--- src/rtl/spi_err_pkg.sv ---
package spi_err_pkg;

    localparam int DATA_W  = 8;
    localparam int ADDR_W  = 2;
    localparam int N_ERR   = 2;
    localparam int N_FLAGS = N_ERR + 2;

    typedef enum logic [ADDR_W-1:0] {
        REG_DATA = 2'd0,
        REG_CTRL = 2'd1,
        REG_STAT = 2'd2,
        REG_IEN  = 2'd3
    } reg_addr_e;

    typedef struct packed {
        logic [1:0] frame;
        logic       ss_drive;
        logic       mm_check;
        logic       master;
        logic       enable;
    } ctrl_t;

    localparam int CTRL_W = $bits(ctrl_t);

    typedef enum logic [1:0] {
        ENG_IDLE,
        ENG_SHIFT,
        ENG_HOLD
    } eng_state_e;

    localparam int ERR_UND = 0;
    localparam int ERR_COL = 1;

    function automatic logic frame_aborts(input logic [1:0] frame);
        return frame[1];
    endfunction

endpackage

--- src/rtl/spi_sync.sv ---
module spi_sync #(
    parameter int               WIDTH   = 1,
    parameter int               STAGES  = 2,
    parameter logic [WIDTH-1:0] RST_VAL = '0
) (
    input  logic             clk,
    input  logic             rst,
    input  logic [WIDTH-1:0] d,
    output logic [WIDTH-1:0] q
);
    logic [WIDTH-1:0] pipe [STAGES];

    always_ff @(posedge clk) begin
        if (rst) begin
            for (int s = 0; s < STAGES; s++) pipe[s] <= RST_VAL;
        end else begin
            pipe[0] <= d;
            for (int s = 1; s < STAGES; s++) pipe[s] <= pipe[s-1];
        end
    end

    assign q = pipe[STAGES-1];
endmodule

--- src/rtl/spi_flags.sv ---
module spi_flags
    import spi_err_pkg::*;
(
    input  logic               clk,
    input  logic               rst,
    input  logic [N_ERR-1:0]   err_set,
    input  logic               clr_en,
    input  logic [N_ERR-1:0]   clr_bits,
    input  logic               tx_empty,
    input  logic               rx_full,
    input  logic [N_FLAGS-1:0] ien,
    output logic [N_ERR-1:0]   err_q,
    output logic               irq
);
    genvar i;
    generate
        for (i = 0; i < N_ERR; i++) begin : g_err
            always_ff @(posedge clk) begin
                if (rst)                          err_q[i] <= 1'b0;
                else if (err_set[i])              err_q[i] <= 1'b1;
                else if (clr_en && clr_bits[i])   err_q[i] <= 1'b0;
            end
        end
    endgenerate

    logic [N_FLAGS-1:0] flags;
    assign flags = {err_q, rx_full, tx_empty};
    assign irq   = |(flags & ien);
endmodule

--- src/rtl/spi_engine.sv ---
module spi_engine
    import spi_err_pkg::*;
#(
    parameter int HALF_DIV = 4
) (
    input  logic              clk,
    input  logic              rst,
    input  ctrl_t             ctrl,
    input  logic [DATA_W-1:0] tx_data,
    input  logic              tx_empty,
    input  logic              miso_i,
    input  logic              sck_s,
    input  logic              mosi_s,
    input  logic              ss_s,
    output logic              tx_take,
    output logic              rx_done,
    output logic [DATA_W-1:0] rx_byte,
    output logic              und_set,
    output logic              col_set,
    output logic              sck_o,
    output logic              sck_oe,
    output logic              mosi_o,
    output logic              mosi_oe,
    output logic              miso_o,
    output logic              miso_oe,
    output logic              ss_o,
    output logic              ss_oe
);
    localparam int CW   = (HALF_DIV > 1) ? $clog2(HALF_DIV) : 1;
    localparam int BCW  = $clog2(DATA_W + 1);
    localparam logic [BCW-1:0] LAST_BIT = BCW'(DATA_W - 1);
    localparam logic [BCW-1:0] ALL_BITS = BCW'(DATA_W);

    eng_state_e        state;
    logic [CW-1:0]     cnt;
    logic              sck_q;
    logic [DATA_W-1:0] shreg;
    logic              smp;
    logic [BCW-1:0]    bitcnt;
    logic              sck_prev, ss_prev, und_pend;

    logic master_on, slave_on, collide, run_m;
    logic m_tick, m_last, m_start, m_reload, m_und;
    logic s_act, s_begin, s_rise, s_fall, s_last, s_next, s_late_und;

    always_comb begin
        master_on = ctrl.enable && ctrl.master;
        slave_on  = ctrl.enable && !ctrl.master;
        collide   = master_on && ctrl.mm_check && !ctrl.ss_drive && !ss_s;
        run_m     = master_on && !collide;

        m_tick   = run_m && (state == ENG_SHIFT) && (cnt == CW'(HALF_DIV - 1));
        m_last   = m_tick && sck_q && (bitcnt == LAST_BIT);
        m_start  = run_m && (state != ENG_SHIFT) && !tx_empty;
        m_reload = m_last && !tx_empty;
        m_und    = m_last && tx_empty && frame_aborts(ctrl.frame);

        s_act      = slave_on && !ss_s;
        s_begin    = s_act && ss_prev;
        s_rise     = s_act && !s_begin && sck_s && !sck_prev;
        s_fall     = s_act && !s_begin && !sck_s && sck_prev;
        s_last     = s_rise && (bitcnt == LAST_BIT);
        s_next     = s_fall && (bitcnt == ALL_BITS);
        s_late_und = s_rise && (bitcnt == '0) && und_pend;

        tx_take = m_start || m_reload || ((s_begin || s_next) && !tx_empty);
        und_set = m_und || (s_begin && tx_empty) || s_late_und;
        col_set = collide;
        rx_done = m_last || s_last;
        rx_byte = run_m ? {shreg[DATA_W-2:0], smp} : {shreg[DATA_W-2:0], mosi_s};
    end

    always_ff @(posedge clk) begin
        if (rst) begin
            state    <= ENG_IDLE;
            cnt      <= '0;
            sck_q    <= 1'b0;
            shreg    <= '0;
            smp      <= 1'b0;
            bitcnt   <= '0;
            sck_prev <= 1'b0;
            ss_prev  <= 1'b1;
            und_pend <= 1'b0;
        end else begin
            sck_prev <= sck_s;
            ss_prev  <= ss_s;
            if (run_m) begin
                und_pend <= 1'b0;
                case (state)
                    ENG_SHIFT: begin
                        if (cnt == CW'(HALF_DIV - 1)) begin
                            cnt <= '0;
                            if (!sck_q) begin
                                sck_q <= 1'b1;
                                smp   <= miso_i;
                            end else begin
                                sck_q <= 1'b0;
                                if (bitcnt == LAST_BIT) begin
                                    bitcnt <= '0;
                                    if (!tx_empty)                    shreg <= tx_data;
                                    else if (frame_aborts(ctrl.frame)) state <= ENG_IDLE;
                                    else                               state <= ENG_HOLD;
                                end else begin
                                    shreg  <= {shreg[DATA_W-2:0], smp};
                                    bitcnt <= bitcnt + 1'b1;
                                end
                            end
                        end else begin
                            cnt <= cnt + 1'b1;
                        end
                    end
                    default: begin
                        if (!tx_empty) begin
                            shreg  <= tx_data;
                            bitcnt <= '0;
                            cnt    <= '0;
                            sck_q  <= 1'b0;
                            state  <= ENG_SHIFT;
                        end
                    end
                endcase
            end else begin
                state <= ENG_IDLE;
                sck_q <= 1'b0;
                cnt   <= '0;
                if (!s_act) begin
                    bitcnt   <= '0;
                    und_pend <= 1'b0;
                end else if (s_begin) begin
                    shreg    <= tx_empty ? '1 : tx_data;
                    bitcnt   <= '0;
                    und_pend <= 1'b0;
                end else if (s_rise) begin
                    smp      <= mosi_s;
                    bitcnt   <= bitcnt + 1'b1;
                    und_pend <= 1'b0;
                end else if (s_next) begin
                    shreg    <= tx_empty ? '1 : tx_data;
                    und_pend <= tx_empty;
                    bitcnt   <= '0;
                end else if (s_fall && bitcnt != '0) begin
                    shreg <= {shreg[DATA_W-2:0], smp};
                end
            end
        end
    end

    assign sck_o   = sck_q;
    assign sck_oe  = run_m;
    assign mosi_o  = shreg[DATA_W-1];
    assign mosi_oe = run_m;
    assign miso_o  = shreg[DATA_W-1];
    assign miso_oe = s_act;
    assign ss_oe   = master_on && ctrl.ss_drive;
    assign ss_o    = !(run_m && ctrl.ss_drive && state != ENG_IDLE);
endmodule

--- src/rtl/spi_err_ctrl.sv ---
module spi_err_ctrl
    import spi_err_pkg::*;
#(
    parameter int HALF_DIV    = 4,
    parameter int SYNC_STAGES = 2
) (
    input  logic              clk,
    input  logic              rst,
    input  logic [ADDR_W-1:0] addr,
    input  logic              wr_en,
    input  logic [DATA_W-1:0] wr_data,
    input  logic              rd_en,
    output logic [DATA_W-1:0] rd_data,
    output logic              irq,
    input  logic              sck_i,
    output logic              sck_o,
    output logic              sck_oe,
    input  logic              mosi_i,
    output logic              mosi_o,
    output logic              mosi_oe,
    input  logic              miso_i,
    output logic              miso_o,
    output logic              miso_oe,
    input  logic              ss_i,
    output logic              ss_o,
    output logic              ss_oe
);
    ctrl_t              ctrl_q;
    logic [N_FLAGS-1:0] ien_q;
    logic [DATA_W-1:0]  tx_buf, rx_buf, rx_byte;
    logic               tx_empty_q, rx_full_q;
    logic               tx_take, rx_done, und_set, col_set;
    logic [N_ERR-1:0]   err_q, err_set;
    logic [2:0]         pins_s;
    logic               wr_data_sel, wr_ctrl_sel, wr_stat_sel, wr_ien_sel, rd_data_sel;

    assign wr_data_sel = wr_en && (addr == REG_DATA);
    assign wr_ctrl_sel = wr_en && (addr == REG_CTRL);
    assign wr_stat_sel = wr_en && (addr == REG_STAT);
    assign wr_ien_sel  = wr_en && (addr == REG_IEN);
    assign rd_data_sel = rd_en && (addr == REG_DATA);

    spi_sync #(.WIDTH(3), .STAGES(SYNC_STAGES), .RST_VAL(3'b100)) u_sync (
        .clk (clk),
        .rst (rst),
        .d   ({ss_i, sck_i, mosi_i}),
        .q   (pins_s)
    );

    always_ff @(posedge clk) begin
        if (rst) begin
            ctrl_q     <= '0;
            ien_q      <= '0;
            tx_buf     <= '0;
            tx_empty_q <= 1'b1;
            rx_buf     <= '0;
            rx_full_q  <= 1'b0;
        end else begin
            if (wr_ctrl_sel) ctrl_q <= ctrl_t'(wr_data[CTRL_W-1:0]);
            if (wr_ien_sel)  ien_q  <= wr_data[N_FLAGS-1:0];
            if (wr_data_sel) begin
                tx_buf     <= wr_data;
                tx_empty_q <= 1'b0;
            end else if (tx_take) begin
                tx_empty_q <= 1'b1;
            end
            if (rx_done) begin
                rx_buf    <= rx_byte;
                rx_full_q <= 1'b1;
            end else if (rd_data_sel) begin
                rx_full_q <= 1'b0;
            end
        end
    end

    spi_engine #(.HALF_DIV(HALF_DIV)) u_engine (
        .clk      (clk),
        .rst      (rst),
        .ctrl     (ctrl_q),
        .tx_data  (tx_buf),
        .tx_empty (tx_empty_q),
        .miso_i   (miso_i),
        .sck_s    (pins_s[1]),
        .mosi_s   (pins_s[0]),
        .ss_s     (pins_s[2]),
        .tx_take  (tx_take),
        .rx_done  (rx_done),
        .rx_byte  (rx_byte),
        .und_set  (und_set),
        .col_set  (col_set),
        .sck_o    (sck_o),
        .sck_oe   (sck_oe),
        .mosi_o   (mosi_o),
        .mosi_oe  (mosi_oe),
        .miso_o   (miso_o),
        .miso_oe  (miso_oe),
        .ss_o     (ss_o),
        .ss_oe    (ss_oe)
    );

    always_comb begin
        err_set          = '0;
        err_set[ERR_UND] = und_set;
        err_set[ERR_COL] = col_set;
    end

    spi_flags u_flags (
        .clk      (clk),
        .rst      (rst),
        .err_set  (err_set),
        .clr_en   (wr_stat_sel),
        .clr_bits (wr_data[N_FLAGS-1:2]),
        .tx_empty (tx_empty_q),
        .rx_full  (rx_full_q),
        .ien      (ien_q),
        .err_q    (err_q),
        .irq      (irq)
    );

    always_comb begin
        case (addr)
            REG_DATA: rd_data = rx_buf;
            REG_CTRL: rd_data = DATA_W'(ctrl_q);
            REG_STAT: rd_data = DATA_W'({err_q, rx_full_q, tx_empty_q});
            default:  rd_data = DATA_W'(ien_q);
        endcase
    end
endmodule

--- config.mk ---
export PLATFORM = sky130hd
export DESIGN_NAME = spi_err_ctrl
export DESIGN_NICKNAME = d
export VERILOG_FILES = /design/src/rtl/spi_err_pkg.sv /design/src/rtl/spi_sync.sv /design/src/rtl/spi_flags.sv /design/src/rtl/spi_engine.sv /design/src/rtl/spi_err_ctrl.sv
export SDC_FILE = /design/constraint.sdc
export NUM_CORES = 1
export LEC_CHECK = 0
export BUFFER_PORTS_ARGS = -buffer_cell sky130_fd_sc_hd__clkbuf_2
export CAP_MARGIN = 20
export CELL_PAD_IN_SITES_DETAIL_PLACEMENT = 1
export CELL_PAD_IN_SITES_GLOBAL_PLACEMENT = 1
export CORE_MARGIN = 10
export CORE_UTILIZATION = 25
export CTS_CLUSTER_DIAMETER = 150
export DETAILED_ROUTE_END_ITERATION = 6
export PLACE_DENSITY_LB_ADDON = 0.1
export REMOVE_ABC_BUFFERS = 1
export SLEW_MARGIN = 20
export SYNTH_ARGS = -nofsm -noshare
export SYNTH_HDL_FRONTEND = slang
export SYNTH_SLANG_ARGS = --single-unit
--- constraint.sdc ---
create_clock -name clk -period 5.05 [get_ports clk]
set_input_delay 0.7575 -clock clk [delete_from_list [all_inputs] [get_ports clk]]
set_output_delay 0.7575 -clock clk [all_outputs]
set_load 0.01 [all_outputs]
-- Word level (Yosys, flattened, before mapping)
Memories as Yosys holds them, arrays and structs flattened.
Cells that the tools add are included.
- register bits: 51
- bits in writable memories: 6
- input port bits: 18
- output and inout port bits: 17
- word-level logic and storage cells: 182
- memories kept: 1
- add/subtract/negate cells: 2
- eq/ne operators: 22
- multiplexer cells: 58
- bitwise operators: 5
- reduce and logical (&&, ||, !) cells: 73
- memories (name ; depth ; bits a word ; read ports ; clocked after memory_dff ; wr ports ; RTL line ; source):
    u_sync.pipe ; 2 ; 3 ; 2 ; 0 ; 2 ; spi_sync.sv:11 ; logic [WIDTH-1:0] pipe [STAGES];
- operator list (kind ; count):
    8-bit 2-to-1 mux ; 12
    4-bit 2-to-1 mux ; 10
    1-bit logical AND ; 39
    8-bit one-hot mux with 3 select lines ; 1
    1-bit 2-to-1 mux ; 23
    2-bit 2-to-1 mux ; 10
    2-bit nonzero test ; 7
    2-bit != test, second input constant ; 6
    5-bit AND reduction ; 2
    1-bit zero test ; 9
    2-bit by 1-bit != test with 1-bit output, second input constant ; 4
    4-bit nonzero test ; 2
    2-bit == test, second input constant ; 3
    1-bit logical OR ; 6
    3-bit 2-to-1 mux ; 2
    3-bit != test, second input constant ; 2
    6-bit AND reduction ; 1
    5-bit by 1-bit != test with 1-bit output, second input constant ; 1
    5-bit OR reduction ; 1
    4-bit by 1-bit adder with 4-bit output, second input constant ; 1
    4-bit bitwise AND ; 1
    2-bit by 1-bit == test with 1-bit output, second input constant ; 2
    4-bit by 3-bit == test with 1-bit output, second input constant ; 1
    4-bit == test, second input constant ; 1
    11 further kinds ; 13

-- Logic depth before layout (Yosys ltp)
- depth in word-level cells: 15
- mapped depth: 8
- gate-level depth less buffers: 7

-- Hierarchy
From an unflattened synthesis, not the netlist that was laid out.
- cell total of the unflattened synthesis: 345
- area, all modules: 3109.2 um^2
- by module, submodules not included (module ; times used ; cells an instance ; area an instance (um^2) ; sequential area each (um^2)):
    spi_engine ; 1 ; 199 ; 1544.0 ; 420.4
    spi_err_ctrl ; 1 ; 120 ; 1293.7 ; 560.5
    spi_sync ; 1 ; 15 ; 180.2 ; 120.1
    spi_flags ; 1 ; 11 ; 91.3 ; 40.0

-- Worst setup path before layout
Ideal clock, no wire load.
- kind: input to output
- from: in addr[1]
- to: out rd_data[0]
- arrival time: 1742 ps
- data required time: 4293 ps
- slack: 2551 ps
- cell stages on the path: 2
- path buffers: 1
- cells stage by stage: clkbuf_1 -> mux4_1
- cells in the longest elaborated chain, start to end: 2
- elaborated cells on any way between the ends: 4
- those cells by class: eq/ne (2); mux (1); reduce/logical (1)
- ends and longest elaborated chain (item ; RTL line ; source):
    start: declaration ; spi_err_ctrl.sv:9 ; input logic [ADDR_W-1:0] addr,
    2-bit == test, or another cell as far along ; spi_err_ctrl.sv:121 ; case (addr)
    8-bit one-hot mux with 3 select lines (*) ; spi_err_ctrl.sv:121 ;
    end: declaration ; spi_err_ctrl.sv:13 ; output logic [DATA_W-1:0] rd_data,
Mark *: on every way between the ends. The rest lies on a longest branch, timed or not.

-- Worst setup path in the final report
- from: reg ctrl_q[1] (netlist bit)
- to: out sck_oe
- cells in the longest elaborated chain, start to end: 6
- ends and longest elaborated chain (item ; RTL line ; source):
    start: declaration ; spi_err_ctrl.sv:28 ; ctrl_t ctrl_q;
    start signal: assignment ; spi_err_ctrl.sv:59 ; if (wr_ctrl_sel) ctrl_q <= ctrl_t'(wr_data[CTRL_W-1:0]);
    1-bit logical AND (*) ; spi_engine.sv:47 ; master_on = ctrl.enable && ctrl.master;
    1-bit logical AND (3 in series) ; spi_engine.sv:49 ; collide = master_on && ctrl.mm_check && !ctrl.ss_drive && !ss_s;
    1-bit zero test ; spi_engine.sv:50 ; run_m = master_on && !collide;
    1-bit logical AND (*) ; spi_engine.sv:50 ;
    end: declaration ; spi_err_ctrl.sv:17 ; output logic sck_oe,
Marked as above.

==> run summary <==
After detailed routing, the number of remaining DRC violations is 0. The antenna cell count is 0. The number of DRC markers after the initial detailed-route iteration came out at 91. Timing would allow up to between 300 and 400 MHz. Sequential cells burn around two fifths of the power. The maximum clock skew at final layout came out at between 0.003 and 0.004 ns. The via count of the first global-routing pass was roughly 2500.

The growth of design area from synthesis to finish is 19.69%. The worst setup timing slack at the placement stage came out at 2.535 ns. The flop-to-flop setup slack is approximately 2.8 ns.

The count of warnings emitted by yosys is 0. The placer's final routability congestion estimate is approximately 0.77. The total grt overflow is 0. The post-cts hold buffer count is 0.

The maximum fanout along the worst path is 20. The fraction of power spent switching nets is about 22%. The final count of pins violating max slew is 0. After detailed routing, the number of vias per cell comes to around 5. Across the run, the number of max-cap violations was 0. The clock latency on the worst-skew pair is 0.32 ns. The minimum setup slack in the final design came out at between 2 and 2.5 ns. The CTS tree is yes. The most used flip-flop cell after synthesis is sky130_fd_sc_hd__dfxtp_1. The minimum period implied by the final worst setup slack is between 2 and 3 ns. The root buffer cell chosen for the clock tree is sky130_fd_sc_hd__clkbuf_16.

The first-pass iteration count of the detailed router came out at 4. The library cell used most frequently in the layout, excluding fill and tap cells, is sky130_fd_sc_hd__dfxtp_1. Yosys mapped the design onto 54 distinct sky130hd cell types.

The worst hold-check path type is reg2reg. The library cells used most frequently in the layout, excluding fill and tap cells, are 57 x sky130_fd_sc_hd__dfxtp_1, 36 x sky130_fd_sc_hd__nand2_1, 34 x sky130_fd_sc_hd__clkbuf_2. The count of port buffers added during placement came out at 34. sky130_fd_sc_hd__dfxtp_1 takes more of the synthesized area than any other cell. The worst setup path is of the reg2out kind. The top-level I/O count came out at 35.

The data arrival time of the worst path is approximately 2.0 ns. The clock slew at the register clock pins of the worst setup and hold paths is 0.05 ns. The depth of the worst register-to-register path came out at 5. The internal power of the cells is between 0.9 and 1 mW. The leakage power total is approximately 1.5 nW. No sink is reached through more buffers than the 2 on the longest clock path. The post-synthesis register bit count came out at 57.

At the end of the flow, the number of nets in the layout was 370. The multi-input combinational cells in the finished layout cover a total of about 1600 um^2. The mapped cell area came out at 2879 um^2. The fraction of final layout cells with drive strength greater than 1 came out at around a fifth.

Across the VDD grid, the largest voltage drop is around 0.14 mV. The global-route wire length before repair came out at 14570 um. The synthesized area divided by synthesized cell count is 8.941 um^2. The pin count of the biggest net entering global routing came out at 49. The die outline area came out at 16210 um^2. The run finished with clean final reports. The number of placement rows is 39.

The pin slew with the least headroom to its limit is ~0.77 ns. Once the clock tree was built, the setup fixing pass inserted 0 buffers. The endpoint identified for the worst register-to-register timing path is u_engine.shreg[7]$_SDFFE_PP0P_. In this run the worst setup path terminates at sck_oe. Total power for the finished layout comes to around 1.2 mW. Summing the sequential cell areas from Yosys gives roughly 40% of the chip area. Detailed placement finished with a half-perimeter wire length of about 6200 um.

The sum of routed wire length over all layers came out at 8968 um. The number of buffers created by CTS came out at 9. Data on the critical path is required at its endpoint by 4.29 ns. By area the synthesized netlist is led by sky130_fd_sc_hd__dfxtp_1 40%, sky130_fd_sc_hd__mux2i_1 10%, sky130_fd_sc_hd__nand2_1 4.7%. Setup repair after global routing left no endpoint under its margin. STA classifies the critical path startpoint as a register. The number of filler cells placed in the layout is 1347. The async set or reset register ratio after synthesis is 0%. From left edge to right edge, the die measures 127.3 um. The global-route usage over all layers is ~11%. The die span in y came out at around 130 um. The initial antenna violation count came out at 0. The deepest level of the CTS H-tree came out at 3. The final hold slack came out at between 0.4 and 0.5 ns. The mean routed wirelength per cell is about 18 um. The total via count in the routed design is 2456. The startpoint identified for the worst register-to-register timing path is ctrl_q[1]$_SDFFE_PP0P_.

The count of flip-flops with a built-in enable after synthesis is 0. The clock network fraction of total power came out at approximately 55%. The proportion of netlist area held by the largest area contributor came out at between 30 and 40%. The CTS sink count is 57. The total net switching power came out at ~0.25 mW. The share of the cycle needed by the critical path after routing is a little over half. The hold violation total from the final report is 0.

The most critical setup path has its startpoint at ctrl_q[1]$_SDFFE_PP0P_. The final core area utilization came out at roughly 30%. The initial standard-cell utilization of the core is between 20% and 30%. Combinational logic burns ~5.0% of the power. Once the clock tree was built, the resizer swapped 0 gates to a different size. The final antenna-violating net count came out at 0. The area occupied by registers came out at roughly 1100 um^2.

The final sum of negative setup slack is 0 ns. The total power per unit cell area is approximately 340 nW/um^2. Setup violations remaining at the end of the flow were counted as 0. In this run the tightest slew margin relative to its limit is between 40% and 50%. The number of instances in the synthesized netlist came out at between 300 and 400. STA classifies the critical path endpoint as an output port. The area of the core region came out at 11370 um^2.
[worst min path at each step]
stage	start	endpoint	cells past startpoint
2_1_floorplan	u_sync.pipe[0][2]$_SDFF_PP1_	u_sync.pipe[0][5]$_SDFF_PP1_	1
3_3_place_gp	u_sync.pipe[0][2]$_SDFF_PP1_	u_sync.pipe[0][5]$_SDFF_PP1_	1
3_5_place_dp	u_sync.pipe[0][2]$_SDFF_PP1_	u_sync.pipe[0][5]$_SDFF_PP1_	1
4_1_cts	u_sync.pipe[0][2]$_SDFF_PP1_	u_sync.pipe[0][5]$_SDFF_PP1_	1
5_1_grt	u_sync.pipe[0][2]$_SDFF_PP1_	u_sync.pipe[0][5]$_SDFF_PP1_	1
6_report	u_sync.pipe[0][2]$_SDFF_PP1_	u_sync.pipe[0][5]$_SDFF_PP1_	1
[Yosys cell counts (all sizes together), types with 3 or more instances]
cell type	count
inv	7
nand3	6
nor3	8
a21oi	21
and3	3
a211oi	3
a31oi	9
nor2b	6
a32oi	3
mux4	4
nor4b	3
clkbuf	12
ha	3
nor2	32
buf	8
and4bb	3
o21ai	22
and2	4
dfxtp	57
or2	4
o211ai	9
nand2	36
o21bai	4
mux2i	30
a31o	3
nand2b	4
[metrics by stage]
step	instances	cell area, um^2
global route	496	3446
global placement	481	3131
detailed placement	481	3131
CTS	496	3446
floorplan	302	2766
finish	496	3446
[state kept, by name (all words and copies together), names as in the netlist]
name and flops:
u_engine.bitcnt 4, u_engine.ss_prev 1, rx_full_q 1, ctrl_q 6, rx_buf 8, u_engine.cnt 2, u_engine.sck_o 1, u_sync.pipe 6
u_engine.sck_prev 1, ien_q 4, u_engine.state 2, u_engine.shreg 8, u_flags.err_q 2, tx_buf 8, u_engine.smp 1, u_engine.und_pend 1
tx_empty_q 1
[routing by layer]
layer	vias up	global-route usage (%)	share of wire [%]
met5	-	0	0
met4	0	3.617	1.2
met3	8	3.226	4.5
met2	36	16.41	43
met1	1194	15.77	51
li1	1218	-	-
[logic make-up after synthesis]
group / after synthesis / synth area share, %
adder cells (fa/ha/maj): 3 / 1.304
AO/OA/AOI/OAI: 84 / 19.04
flip-flops: 57 / 39.63
AND/OR/NAND/NOR: 117 / 21.43
multiplexers: 34 / 13.69
buffers and inverters: 27 / 4.911
[critical path, cell delays in order (launching register included)]
cell and delay (ns):
sky130_fd_sc_hd__dfxtp_1 0.51, sky130_fd_sc_hd__nand2_1 0.19, sky130_fd_sc_hd__or2_1 0.47, sky130_fd_sc_hd__inv_4 0.29, sky130_fd_sc_hd__clkbuf_2 0.19
[cell type report]
type | instances | share of cell area [%]
Clock buffer | 13 | 8.134
Inverter | 7 | 0.8352
Multi-Input combinational cell | 238 | 46.33
Tap cell | 143 | 5.192
Sequential cell | 57 | 33.12
Timing Repair Buffer | 36 | 5.374
Clock inverter | 2 | 1.017
[power by group through the flow]
stage	Sequential [mW]	Combinational (mW)	Clock, mW
finish	0.467	0.0580	0.642
global placement	0.477	0.0586	0
detailed placement	0.477	0.0593	0
global route	0.468	0.0649	0.679
CTS	0.467	0.0595	0.661
floorplan	0.476	0.0273	0
Power figures use the tool's default switching activity.
